[src/rtl/apu_pkg.sv]
package apu_pkg;

    typedef enum logic {PTR_B = 1'b0, PTR_X = 1'b1} ptr_sel_e;
    typedef enum logic {STEP_INC = 1'b0, STEP_DEC = 1'b1} step_dir_e;
    typedef enum logic {XFER_LOAD = 1'b0, XFER_SWAP = 1'b1} xfer_kind_e;

    typedef struct packed {
        ptr_sel_e   ptr;
        step_dir_e  dir;
        xfer_kind_e kind;
    } xfer_cmd_t;

    typedef enum logic [1:0] {
        ST_IDLE  = 2'd0,
        ST_READ  = 2'd1,
        ST_WRITE = 2'd2
    } xfer_state_e;

    typedef enum logic [1:0] {
        CFG_ACC = 2'd0,
        CFG_PB  = 2'd1,
        CFG_LIM = 2'd2,
        CFG_PX  = 2'd3
    } cfg_sel_e;

    localparam int OP_W = 8;
    localparam logic [4:0] OP_FAMILY = 5'b10100;

    function automatic logic op_in_family(input logic [OP_W-1:0] op);
        return op[OP_W-1:3] == OP_FAMILY;
    endfunction

    function automatic xfer_cmd_t op_fields(input logic [OP_W-1:0] op);
        xfer_cmd_t c;
        c.ptr  = ptr_sel_e'(op[2]);
        c.dir  = step_dir_e'(op[1]);
        c.kind = xfer_kind_e'(op[0]);
        return c;
    endfunction

endpackage

[src/rtl/apu_decode.sv]
module apu_decode
    import apu_pkg::*;
(
    input  logic            op_valid,
    input  logic [OP_W-1:0] op_byte,
    output logic            op_go,
    output xfer_cmd_t       op_cmd
);

    always_comb begin
        op_go  = op_valid && op_in_family(op_byte);
        op_cmd = op_fields(op_byte);
    end

endmodule

[src/rtl/apu_step.sv]
module apu_step
    import apu_pkg::*;
#(
    parameter int ADDR_W  = 16,
    parameter bit BOUNDED = 1'b1
) (
    input  logic [ADDR_W-1:0] cur,
    input  logic [ADDR_W-1:0] limit,
    input  step_dir_e         dir,
    output logic [ADDR_W-1:0] nxt,
    output logic              hit
);

    localparam logic [ADDR_W-1:0] ONE = {{(ADDR_W-1){1'b0}}, 1'b1};

    always_comb begin
        if (dir == STEP_DEC) nxt = cur - ONE;
        else                 nxt = cur + ONE;
    end

    generate
        if (BOUNDED) begin : g_bounded
            always_comb begin
                if (dir == STEP_DEC) hit = (nxt < limit);
                else                 hit = (nxt > limit);
            end
        end else begin : g_plain
            logic unused_limit;
            assign unused_limit = ^limit;
            assign hit = 1'b0;
        end
    endgenerate

endmodule

[src/rtl/apu_ctrl.sv]
module apu_ctrl
    import apu_pkg::*;
(
    input  logic      clk,
    input  logic      rst,
    input  logic      op_go,
    input  xfer_cmd_t op_cmd,
    input  logic      mem_ack,
    input  logic      step_hit,
    output xfer_cmd_t cmd_q,
    output logic      mem_rd,
    output logic      mem_wr,
    output logic      capture,
    output logic      commit,
    output logic      busy,
    output logic      done,
    output logic      skip
);

    xfer_state_e state_q;

    always_comb begin
        mem_rd  = (state_q == ST_READ);
        mem_wr  = (state_q == ST_WRITE);
        busy    = (state_q != ST_IDLE);
        capture = mem_rd && mem_ack;
        commit  = (mem_rd && mem_ack && cmd_q.kind == XFER_LOAD) ||
                  (mem_wr && mem_ack);
    end

    always_ff @(posedge clk) begin
        if (rst) begin
            state_q <= ST_IDLE;
            cmd_q   <= '0;
            done    <= 1'b0;
            skip    <= 1'b0;
        end else begin
            done <= commit;
            skip <= commit && step_hit;
            case (state_q)
                ST_IDLE: begin
                    if (op_go) begin
                        cmd_q   <= op_cmd;
                        state_q <= ST_READ;
                    end
                end
                ST_READ: begin
                    if (mem_ack)
                        state_q <= (cmd_q.kind == XFER_SWAP) ? ST_WRITE : ST_IDLE;
                end
                ST_WRITE: begin
                    if (mem_ack) state_q <= ST_IDLE;
                end
                default: state_q <= ST_IDLE;
            endcase
        end
    end

    p_req_excl_r9: assert property (@(posedge clk) disable iff (rst)
        !(mem_rd && mem_wr))
        else $error("read and write requested together");

    p_rd_hold_r9: assert property (@(posedge clk) disable iff (rst)
        (mem_rd && !mem_ack) |=> mem_rd)
        else $error("read request dropped before acknowledge");

    p_wr_hold_r9: assert property (@(posedge clk) disable iff (rst)
        (mem_wr && !mem_ack) |=> mem_wr)
        else $error("write request dropped before acknowledge");

    p_skip_pulse_r8: assert property (@(posedge clk) disable iff (rst)
        skip |=> !skip)
        else $error("skip held longer than one cycle");

    p_skip_with_done_r8: assert property (@(posedge clk) disable iff (rst)
        skip |-> done)
        else $error("skip without completion");

    p_plain_noskip_r7: assert property (@(posedge clk) disable iff (rst)
        (done && cmd_q.ptr == PTR_X) |-> !skip)
        else $error("plain pointer raised skip");

endmodule

[src/rtl/apu_regs.sv]
module apu_regs
    import apu_pkg::*;
#(
    parameter int DATA_W = 8,
    parameter int ADDR_W = 16
) (
    input  logic              clk,
    input  logic              rst,
    input  logic              cfg_en,
    input  logic [1:0]        cfg_sel,
    input  logic [ADDR_W-1:0] cfg_wdata,
    input  logic              capture,
    input  logic              commit,
    input  xfer_cmd_t         cmd,
    input  logic [DATA_W-1:0] mem_rdata,
    input  logic [ADDR_W-1:0] next_b,
    input  logic [ADDR_W-1:0] next_x,
    output logic [DATA_W-1:0] acc,
    output logic [ADDR_W-1:0] ptr_b,
    output logic [ADDR_W-1:0] lim_k,
    output logic [ADDR_W-1:0] ptr_x
);

    logic [DATA_W-1:0] rd_hold;

    always_ff @(posedge clk) begin
        if (rst) begin
            acc     <= '0;
            ptr_b   <= '0;
            lim_k   <= '0;
            ptr_x   <= '0;
            rd_hold <= '0;
        end else begin
            if (capture) rd_hold <= mem_rdata;
            if (cfg_en) begin
                case (cfg_sel_e'(cfg_sel))
                    CFG_ACC: acc   <= cfg_wdata[DATA_W-1:0];
                    CFG_PB:  ptr_b <= cfg_wdata;
                    CFG_LIM: lim_k <= cfg_wdata;
                    CFG_PX:  ptr_x <= cfg_wdata;
                    default: ;
                endcase
            end
            if (commit) begin
                acc <= (cmd.kind == XFER_SWAP) ? rd_hold : mem_rdata;
                if (cmd.ptr == PTR_B) ptr_b <= next_b;
                else                  ptr_x <= next_x;
            end
        end
    end

    p_step_b_r4: assert property (@(posedge clk) disable iff (rst)
        (commit && cmd.ptr == PTR_B) |=> (ptr_b != $past(ptr_b)) && $stable(ptr_x))
        else $error("bounded pointer step wrong");

    p_step_x_r4: assert property (@(posedge clk) disable iff (rst)
        (commit && cmd.ptr == PTR_X) |=> (ptr_x != $past(ptr_x)) && $stable(ptr_b))
        else $error("plain pointer step wrong");

    p_limit_kept_r4: assert property (@(posedge clk) disable iff (rst)
        commit |=> $stable(lim_k))
        else $error("limit changed by a transfer");

endmodule

[src/rtl/ptr_xfer_unit.sv]
module ptr_xfer_unit
    import apu_pkg::*;
#(
    parameter int DATA_W = 8,
    parameter int ADDR_W = 16
) (
    input  logic              clk,
    input  logic              rst,
    input  logic              op_valid,
    input  logic [7:0]        op_byte,
    input  logic              cfg_we,
    input  logic [1:0]        cfg_sel,
    input  logic [ADDR_W-1:0] cfg_wdata,
    output logic [ADDR_W-1:0] mem_addr,
    output logic              mem_rd,
    output logic              mem_wr,
    output logic [DATA_W-1:0] mem_wdata,
    input  logic [DATA_W-1:0] mem_rdata,
    input  logic              mem_ack,
    output logic              busy,
    output logic              done,
    output logic              skip,
    output logic [DATA_W-1:0] acc,
    output logic [ADDR_W-1:0] ptr_b,
    output logic [ADDR_W-1:0] lim_k,
    output logic [ADDR_W-1:0] ptr_x
);

    localparam int NPTR = 2;

    logic      op_go;
    xfer_cmd_t op_cmd;
    xfer_cmd_t cmd_q;
    logic      capture;
    logic      commit;
    logic      step_hit;

    logic [ADDR_W-1:0] cur_ptr [NPTR];
    logic [ADDR_W-1:0] nxt_ptr [NPTR];
    logic              hit     [NPTR];

    apu_decode u_dec (
        .op_valid (op_valid),
        .op_byte  (op_byte),
        .op_go    (op_go),
        .op_cmd   (op_cmd)
    );

    apu_ctrl u_ctrl (
        .clk      (clk),
        .rst      (rst),
        .op_go    (op_go),
        .op_cmd   (op_cmd),
        .mem_ack  (mem_ack),
        .step_hit (step_hit),
        .cmd_q    (cmd_q),
        .mem_rd   (mem_rd),
        .mem_wr   (mem_wr),
        .capture  (capture),
        .commit   (commit),
        .busy     (busy),
        .done     (done),
        .skip     (skip)
    );

    assign cur_ptr[0] = ptr_b;
    assign cur_ptr[1] = ptr_x;

    genvar g;
    generate
        for (g = 0; g < NPTR; g++) begin : g_step
            apu_step #(
                .ADDR_W  (ADDR_W),
                .BOUNDED (g == 0)
            ) u_step (
                .cur   (cur_ptr[g]),
                .limit (lim_k),
                .dir   (cmd_q.dir),
                .nxt   (nxt_ptr[g]),
                .hit   (hit[g])
            );
        end
    endgenerate

    assign step_hit  = (cmd_q.ptr == PTR_B) ? hit[0] : hit[1];
    assign mem_addr  = (cmd_q.ptr == PTR_B) ? ptr_b : ptr_x;
    assign mem_wdata = acc;

    apu_regs #(
        .DATA_W (DATA_W),
        .ADDR_W (ADDR_W)
    ) u_regs (
        .clk       (clk),
        .rst       (rst),
        .cfg_en    (cfg_we && !busy),
        .cfg_sel   (cfg_sel),
        .cfg_wdata (cfg_wdata),
        .capture   (capture),
        .commit    (commit),
        .cmd       (cmd_q),
        .mem_rdata (mem_rdata),
        .next_b    (nxt_ptr[0]),
        .next_x    (nxt_ptr[1]),
        .acc       (acc),
        .ptr_b     (ptr_b),
        .lim_k     (lim_k),
        .ptr_x     (ptr_x)
    );

    p_addr_hold_r9: assert property (@(posedge clk) disable iff (rst)
        ((mem_rd || mem_wr) && !mem_ack) |=> $stable(mem_addr))
        else $error("address moved during a pending request");

    p_busy_done_r8: assert property (@(posedge clk) disable iff (rst)
        done |-> !busy)
        else $error("completion pulse while still busy");

endmodule

[config.mk]
export PLATFORM = sky130hd
export DESIGN_NAME = ptr_xfer_unit
export DESIGN_NICKNAME = d
export VERILOG_FILES = /design/src/rtl/apu_pkg.sv /design/src/rtl/apu_decode.sv /design/src/rtl/apu_step.sv /design/src/rtl/apu_ctrl.sv /design/src/rtl/apu_regs.sv /design/src/rtl/ptr_xfer_unit.sv
export SDC_FILE = /design/constraint.sdc
export NUM_CORES = 1
export LEC_CHECK = 0
export CAP_MARGIN = 20
export CORE_UTILIZATION = 55
export DETAILED_ROUTE_END_ITERATION = 12
export PLACE_DENSITY = 0.87
export RECOVER_POWER = 50
export SYNTH_ARGS = -nofsm -noshare
export SYNTH_HDL_FRONTEND = slang
export SYNTH_HIERARCHICAL = 1
export SYNTH_SLANG_ARGS = --single-unit
[constraint.sdc]
create_clock -name clk -period 10.9 [get_ports clk]
set_clock_uncertainty 0.1 [all_clocks]
set_input_delay 2.18 -clock clk [delete_from_list [all_inputs] [get_ports clk]]
set_output_delay 2.18 -clock clk [all_outputs]
set_load 0.005 [all_outputs]
==> results_dict.tcl, run 1 <==
set metrics [dict create \
    min_period_ns 4.57 \
    synth.avg_cell_area_um2 8.29 \
    ys_ff_latch 71 \
    crit-reg2reg-launch "u_ctrl/cmd_q[1]" \
    wire_per_inst_um 17.8 \
    slew_headroom 0.294 \
    mostFrequentLayoutCell "nand2_1" \
    post_cts_buffers 0 \
    nNetsFinal 820 \
    rsz0062_at_grt "no" \
    fin_crit_sh 0.419 \
    hold_violations 0 \
    finalSetupTns_ns 0 \
    grt_pass1_wl_um 24900 \
    die_y_um 101 \
    grt_max_degree 75 \
    endpoint_kind "primary output" \
    die_x_um 101 \
    p_int_uw 458 \
    numCtsBuffers 9 \
    routed_wirelength_um 15500 \
    die_area_um2 10100 \
    globalRouteMet1Util 0.362 \
    holdPathEnd "u_regs/lim_k[2]" \
    htreeDepth 3 \
    start_util 0.573 \
    yosysSeqAreaShare 0.266 \
    synth_adder_area_share 0.111 \
    cts.sinks 71 \
    clkPwrFrac 0.386 \
    arrival_ns 2.29 \
    reg2regPathDepth 18 \
    maxCapViolations 0 \
    holdPathStages 2 \
    cts_root_buf "clkbuf_8" \
    synth_cell_type_count 70 \
    synth-main-ff-cell "dfxtp_1" \
    min-delay-start "u_regs/lim_k[2]" \
    dr.pass1.iters 5 \
    dr.first_iter.drc_count 261 \
    syn-cell-area_um2 5340 \
    synth_top_family_by_area "compound AO/OA/AOI/OAI gates" \
    postSynthCellCount 644 \
    rows 35 \
    final_cell_mix "nand2_1 (110), dfxtp_1 (71), dlygate4sd3_1 (66)" \
    grt_use_met2 0.560 \
    ioPinCount 124 \
    power_leakage_nw 2.88 \
    areaGrowthSynthToFinish_pct 25.5 \
    insertion_delay_ns 0.36 \
    met3_usage 0.0728 \
    tritoncts "done" \
    r2r_setup_slack_ns 6.40 \
    crit_fanout 20 \
    routabilityCongestion 0.956 \
    slew_violations 0 \
    synth_edf_count 0 \
    async_flop_share 0 \
    hpwlAfterDp_um 11400 \
    start_kind "flop" \
    hold_path_class "flop to flop" \
    core_area_um2 9330 \
    drive_above_1_share 0.0770 \
    synth_compound_area_frac 0.218 \
    io_buffers 123 \
    antenna_cells 0 \
    busiest_layer "met2" \
    num_vias 5263 \
    critPathRequiredTime_ns 8.62 \
    syn_nets 729 \
    synth_warnings 6 \
    setup_viol 0 \
    overflow 0 \
    critPathKind "flop to primary output" \
    reg2reg_to "u_ctrl/skip" \
    ir_drop_uv 71.0 \
    p_comb_frac 0.175 \
    startpoint "u_ctrl/cmd_q[2]" \
    fmax_ghz 0.219 \
    total_power_uw 628 \
    p_sw_frac 0.271 \
    fillerInstances 770 \
    cts_hold_buf 0 \
    pwr-share-seq 0.439 \
    vias_per_cell 6.06 \
    ctsResizeCount 0 \
    postRouteAntennaNets 0 \
    cts_buffer_depth 2 \
    track_usage 0.313 \
    power_switching_uw 170 \
    cts.clk_slew.worst_paths_ns 0.08 \
    p_per_area_nw_per_um2 93.8 \
    drc 0 \
    status "finished, final reports clean" \
    yosys.area_share.simple 0.206 \
    worst_pin_slew_ns 1.06 \
    antenna_found_initial 0 \
    grt_pass1_vias 5144 \
    synth.area.mux_share 0.0841 \
    synth_xor_xnor_area_share 0.0410 \
]
[synth_stat cells (3+ instances only)]
cell type	instances	area (um^2)
a21oi_1	40	200
buf_2	8	40.0
a21oi_2	3	26.3
nand2_1	110	413
nor3_1	4	20.0
buf_1	3	11.3
xnor2_1	18	158
xor2_1	7	61.3
o21a_1	3	22.5
a221oi_1	4	35.0
and3_1	3	18.8
nand3_1	8	40.0
a221oi_2	4	60.1
ha_1	44	551
buf_6	4	45.0
a21o_1	17	128
nand4_1	7	43.8
o21ai_0	10	50.1
nor2b_1	17	106
nand2b_1	11	68.8
inv_1	28	105
dfxtp_1	71	1420
mux2_2	7	78.8
mux2i_1	22	220
a211oi_1	13	97.6
clkbuf_2	4	20.0
a311oi_1	33	289
clkbuf_1	13	48.8
buf_4	14	105
o21bai_1	6	45.0
nor2_1	52	195
mux2_4	10	150
[kinds of logic (layout without fill, tap and decap cells)]
group / count (synthesis) / after routing
and+or+nand+nor: 235 / 235
AOI/OAI and AO/OA: 152 / 152
buffers and inverters: 75 / 171
DFF: 71 / 71
adders and majority gates: 46 / 46
muxes: 39 / 39
xor gates and xnor gates: 25 / 25
other: 1 / 1
[layer usage]
metal,vias up,wire (um)
li1,2474,-
met1,2495,6190
met2,247,7650
met3,47,1130
met4,0,505
met5,-,0
[registers in the layout (all words and copies together), names as in the netlist]
register	count
u_regs/lim_k	16
u_regs/ptr_b	16
u_regs/ptr_x	16
u_regs/acc	8
u_regs/rd_hold	8
u_ctrl/cmd_q	3
u_ctrl/state_q	2
u_ctrl/done	1
u_ctrl/skip	1
[worst max path at each step]
stage	endpoint	slack [ns]	cells past startpoint
detailed placement	u_regs/ptr_b[13]	6.37	7
global placement	u_regs/ptr_b[13]	6.39	7
CTS	mem_addr[1]	6.34	2
floorplan	u_ctrl/skip	6.59	17
global route	u_ctrl/skip	6.10	17
finish	mem_addr[1]	6.33	2
[layout make-up]
| class | count | area [um^2] | area share |
|---|---|---|---|
| inverter | 28 | 105 | 0.0157 |
| multi-input combinational | 498 | 3510 | 0.524 |
| timing repair buffer | 127 | 1280 | 0.190 |
| tap | 129 | 161 | 0.0241 |
| sequential | 71 | 1420 | 0.212 |
| clock buffer | 11 | 141 | 0.0211 |
| clock inverter | 5 | 81.3 | 0.0121 |
[critical path, cell delays in order (launching register included)]
cell and delay (ns):
dfxtp_1 1.02, mux2_2 0.42, clkdlybuf4s50_1 0.48
[through the flow]
stage	cells	utilization	setup WS [ns]	cell area (um^2)	hold slack, ns
2_1_floorplan	644	-	6.59	5340	0.360
3_3_place_gp	852	0.693	6.39	6460	0.357
3_5_place_dp	852	0.693	6.37	6460	0.366
4_1_cts	868	0.717	6.34	6680	0.376
5_1_grt	869	0.718	6.10	6700	0.396
6_report	869	0.718	6.33	6700	0.368
[power by group through the flow]
stage	logic [mW]	clock network (mW)	registers (mW)
3_5_place_dp	0.111	0	0.283
6_report	0.110	0.242	0.276
5_1_grt	0.120	0.253	0.277
2_1_floorplan	0.0630	0	0.280
3_3_place_gp	0.108	0	0.282
4_1_cts	0.112	0.244	0.276
(Power assumes the default switching activity.)
==> inputs of run 2 (changes only) <==
--- a/config.mk
+++ b/config.mk
@@ -6,9 +6,9 @@
 export NUM_CORES = 1
 export LEC_CHECK = 0
 export CAP_MARGIN = 20
-export CORE_UTILIZATION = 55
+export CORE_UTILIZATION = 46
 export DETAILED_ROUTE_END_ITERATION = 12
-export PLACE_DENSITY = 0.87
+export PLACE_DENSITY = 0.77
 export RECOVER_POWER = 50
 export SYNTH_ARGS = -nofsm -noshare
 export SYNTH_HDL_FRONTEND = slang
==> constraint.sdc (replaced) <==
create_clock -name clk -period 3.9 [get_ports clk]
set_clock_uncertainty 0.1 [all_clocks]
set_input_delay 0.78 -clock clk [delete_from_list [all_inputs] [get_ports clk]]
set_output_delay 0.78 -clock clk [all_outputs]
set_load 0.005 [all_outputs]
==> results_dict.tcl, run 2 (synthesized netlist as in run 1, its figures left out) <==
set metrics [dict create \
    status "finished, final reports clean" \
    final_util 0.641 \
    crit_fanout 6 \
    wire_per_inst_um 17.4 \
    hpwlAfterDp_um 11900 \
    nNetsFinal 849 \
    overflow 0 \
    hold_path_class "flop to flop" \
    finalSetupTns_ns 0 \
    worstPathCellList "buf_6 -> ha_4 -> o211a_1 -> a21oi_2 -> o21a_2 -> o21bai_4 -> o21a_1 -> o311a_1 -> ha_1 -> a21o_1 -> a21o_1 -> a21oi_2 -> o21ai_1 -> a211oi_2 -> mux2i_1 -> mux2_4 -> inv_2 -> a2111oi_4" \
    power_leakage_nw 3.04 \
    critPathMaxStageDelay_ns 0.37 \
    vias_per_cell 5.78 \
    fin_cells 909 \
    rows 38 \
    arrival_ns 4.01 \
    routabilityCongestion 0.922 \
    startpoint "u_ctrl/cmd_q[1]" \
    cts_buffer_depth 2 \
    rsz0062_at_grt "yes" \
    whs_ns 0.364 \
    tritoncts "done" \
    insertion_delay_ns 0.34 \
    cts_root_buf "clkbuf_16" \
    ioPinCount 124 \
    numCtsBuffers 9 \
    mostFrequentLayoutCell "nand2_1" \
    fin_crit_sh 0.992 \
    dr.pass1.iters 5 \
    antenna_cells 0 \
    start_kind "flop" \
    placed_area_um2 6640 \
    start_util 0.482 \
    fmax_ghz 0.259 \
    slew_violations 0 \
    grt_max_degree 46 \
    endpoint_kind "flop" \
    critPathKind "flop to flop" \
    dr.first_iter.drc_count 313 \
    min-delay-start "u_regs/lim_k[4]" \
    core_area_um2 11100 \
    antenna_found_initial 0 \
    cts.clk_slew.worst_paths_ns 0.06 \
    worst_pin_slew_ns 0.966 \
    drive_above_1_share 0.127 \
    die_x_um 110 \
    crit-reg2reg-launch "u_ctrl/cmd_q[1]" \
    cts.sinks 71 \
    largestRegisters "u_regs/lim_k (16), u_regs/ptr_b (16), u_regs/ptr_x (16)" \
    fillerInstances 948 \
    drc 0 \
    grt_pass1_vias 4977 \
    min_period_ns 3.87 \
    areaGrowthSynthToFinish_pct 32.9 \
    io_buffers 123 \
    postRouteAntennaNets 0 \
    die_area_um2 12000 \
    htreeDepth 3 \
    track_usage 0.269 \
    slowest_stage "dfxtp_4" \
    hold_violations 0 \
    maxCapViolations 0 \
    setup_viol 0 \
    fin_area_um2 7100 \
    grt_pass1_wl_um 24700 \
    p_per_area_nw_per_um2 272 \
    dp.cells 885 \
    slew_headroom 0.354 \
    critPathRequiredTime_ns 4.04 \
    ir_drop_uv 230 \
    final_cell_mix "nand2_1 (110), dfxtp_1 (69), dlygate4sd3_1 (63)" \
    routed_wirelength_um 15900 \
    num_vias 5253 \
    die_y_um 110 \
]
==> run 2: changes by cell type in the layout (fill, tap and decap cells not counted), sizes merged <==
cell and change:
clkinv -1, clkbuf +4, bufinv -1, dlygate4sd3 -3, clkdlybuf4s50 +3, buf +27
==> run 2: final cells by class <==
class | instances | area [um^2] | area share
Clock inverter | 3 | 42.5 | 0.00599
Sequential cell | 71 | 1430 | 0.201
Inverter | 28 | 105 | 0.0148
Tap cell | 140 | 175 | 0.0247
Timing Repair Buffer | 156 | 1470 | 0.207
Multi-Input combinational cell | 498 | 3630 | 0.511
Clock buffer | 13 | 250 | 0.0353
==> run 2: worst paths after layout <==
| check | cells after the start | end | slack, ns |
|---|---|---|---|
| worst max-delay path | 18 | u_ctrl/skip | 0.03 |
| worst min-delay path | 2 | u_regs/lim_k[4] | 0.36 |
| worst max register to register | 18 | u_ctrl/skip | 0.03 |
| worst min register to register | 2 | u_regs/lim_k[4] | 0.36 |
==> run 2: layer usage <==
metal,GRT usage,part of all wire,wire [um]
met1,0.308,0.41,6480
met3,0.0599,0.067,1070
met4,0.113,0.022,354
met5,0,0,0
met2,0.480,0.50,7960
==> run 2: timing repair <==
item                       in CTS  in global routing
resized for setup              15                 10
hold buffers                    0                  0
setup endpoints to repair       1                  1
pin swaps                       9                 14
buffers inserted                4                  4
==> run 2: stage by stage <==
step / power [mW] / setup slack (ns)
6_report: 1.93 / 0.0322
5_1_grt: 2.01 / -0.177
4_1_cts: 1.95 / 0.00260
3_5_place_dp: 1.11 / -0.106
3_3_place_gp: 1.10 / -0.0344
2_1_floorplan: 0.957 / 0.0778
==> run 2: critical path, delay by kind of cell, from the launching register on <==
family,cells,cell delay (ns)
mux,2,0.48
compound gates,12,2.10
flops,1,0.37
fa+ha+maj,2,0.56
buf+inv,2,0.16
==> run 2: report_power, final <==
part	internal [mW]	switching, mW	total, mW
sequential	0.746	0.0214	0.768
clock	0.512	0.311	0.823
combinational	0.176	0.164	0.340
==> inputs of run 3 (changes only) <==
--- a/config.mk
+++ b/config.mk
@@ -7,6 +7,7 @@
 export LEC_CHECK = 0
 export CAP_MARGIN = 20
 export CORE_UTILIZATION = 46
+export CTS_CLUSTER_SIZE = 24
 export DETAILED_ROUTE_END_ITERATION = 12
 export PLACE_DENSITY = 0.77
 export RECOVER_POWER = 50
==> results of run 3 <==
Same layout as run 2: the final DEF is identical, and so are final timing and power.
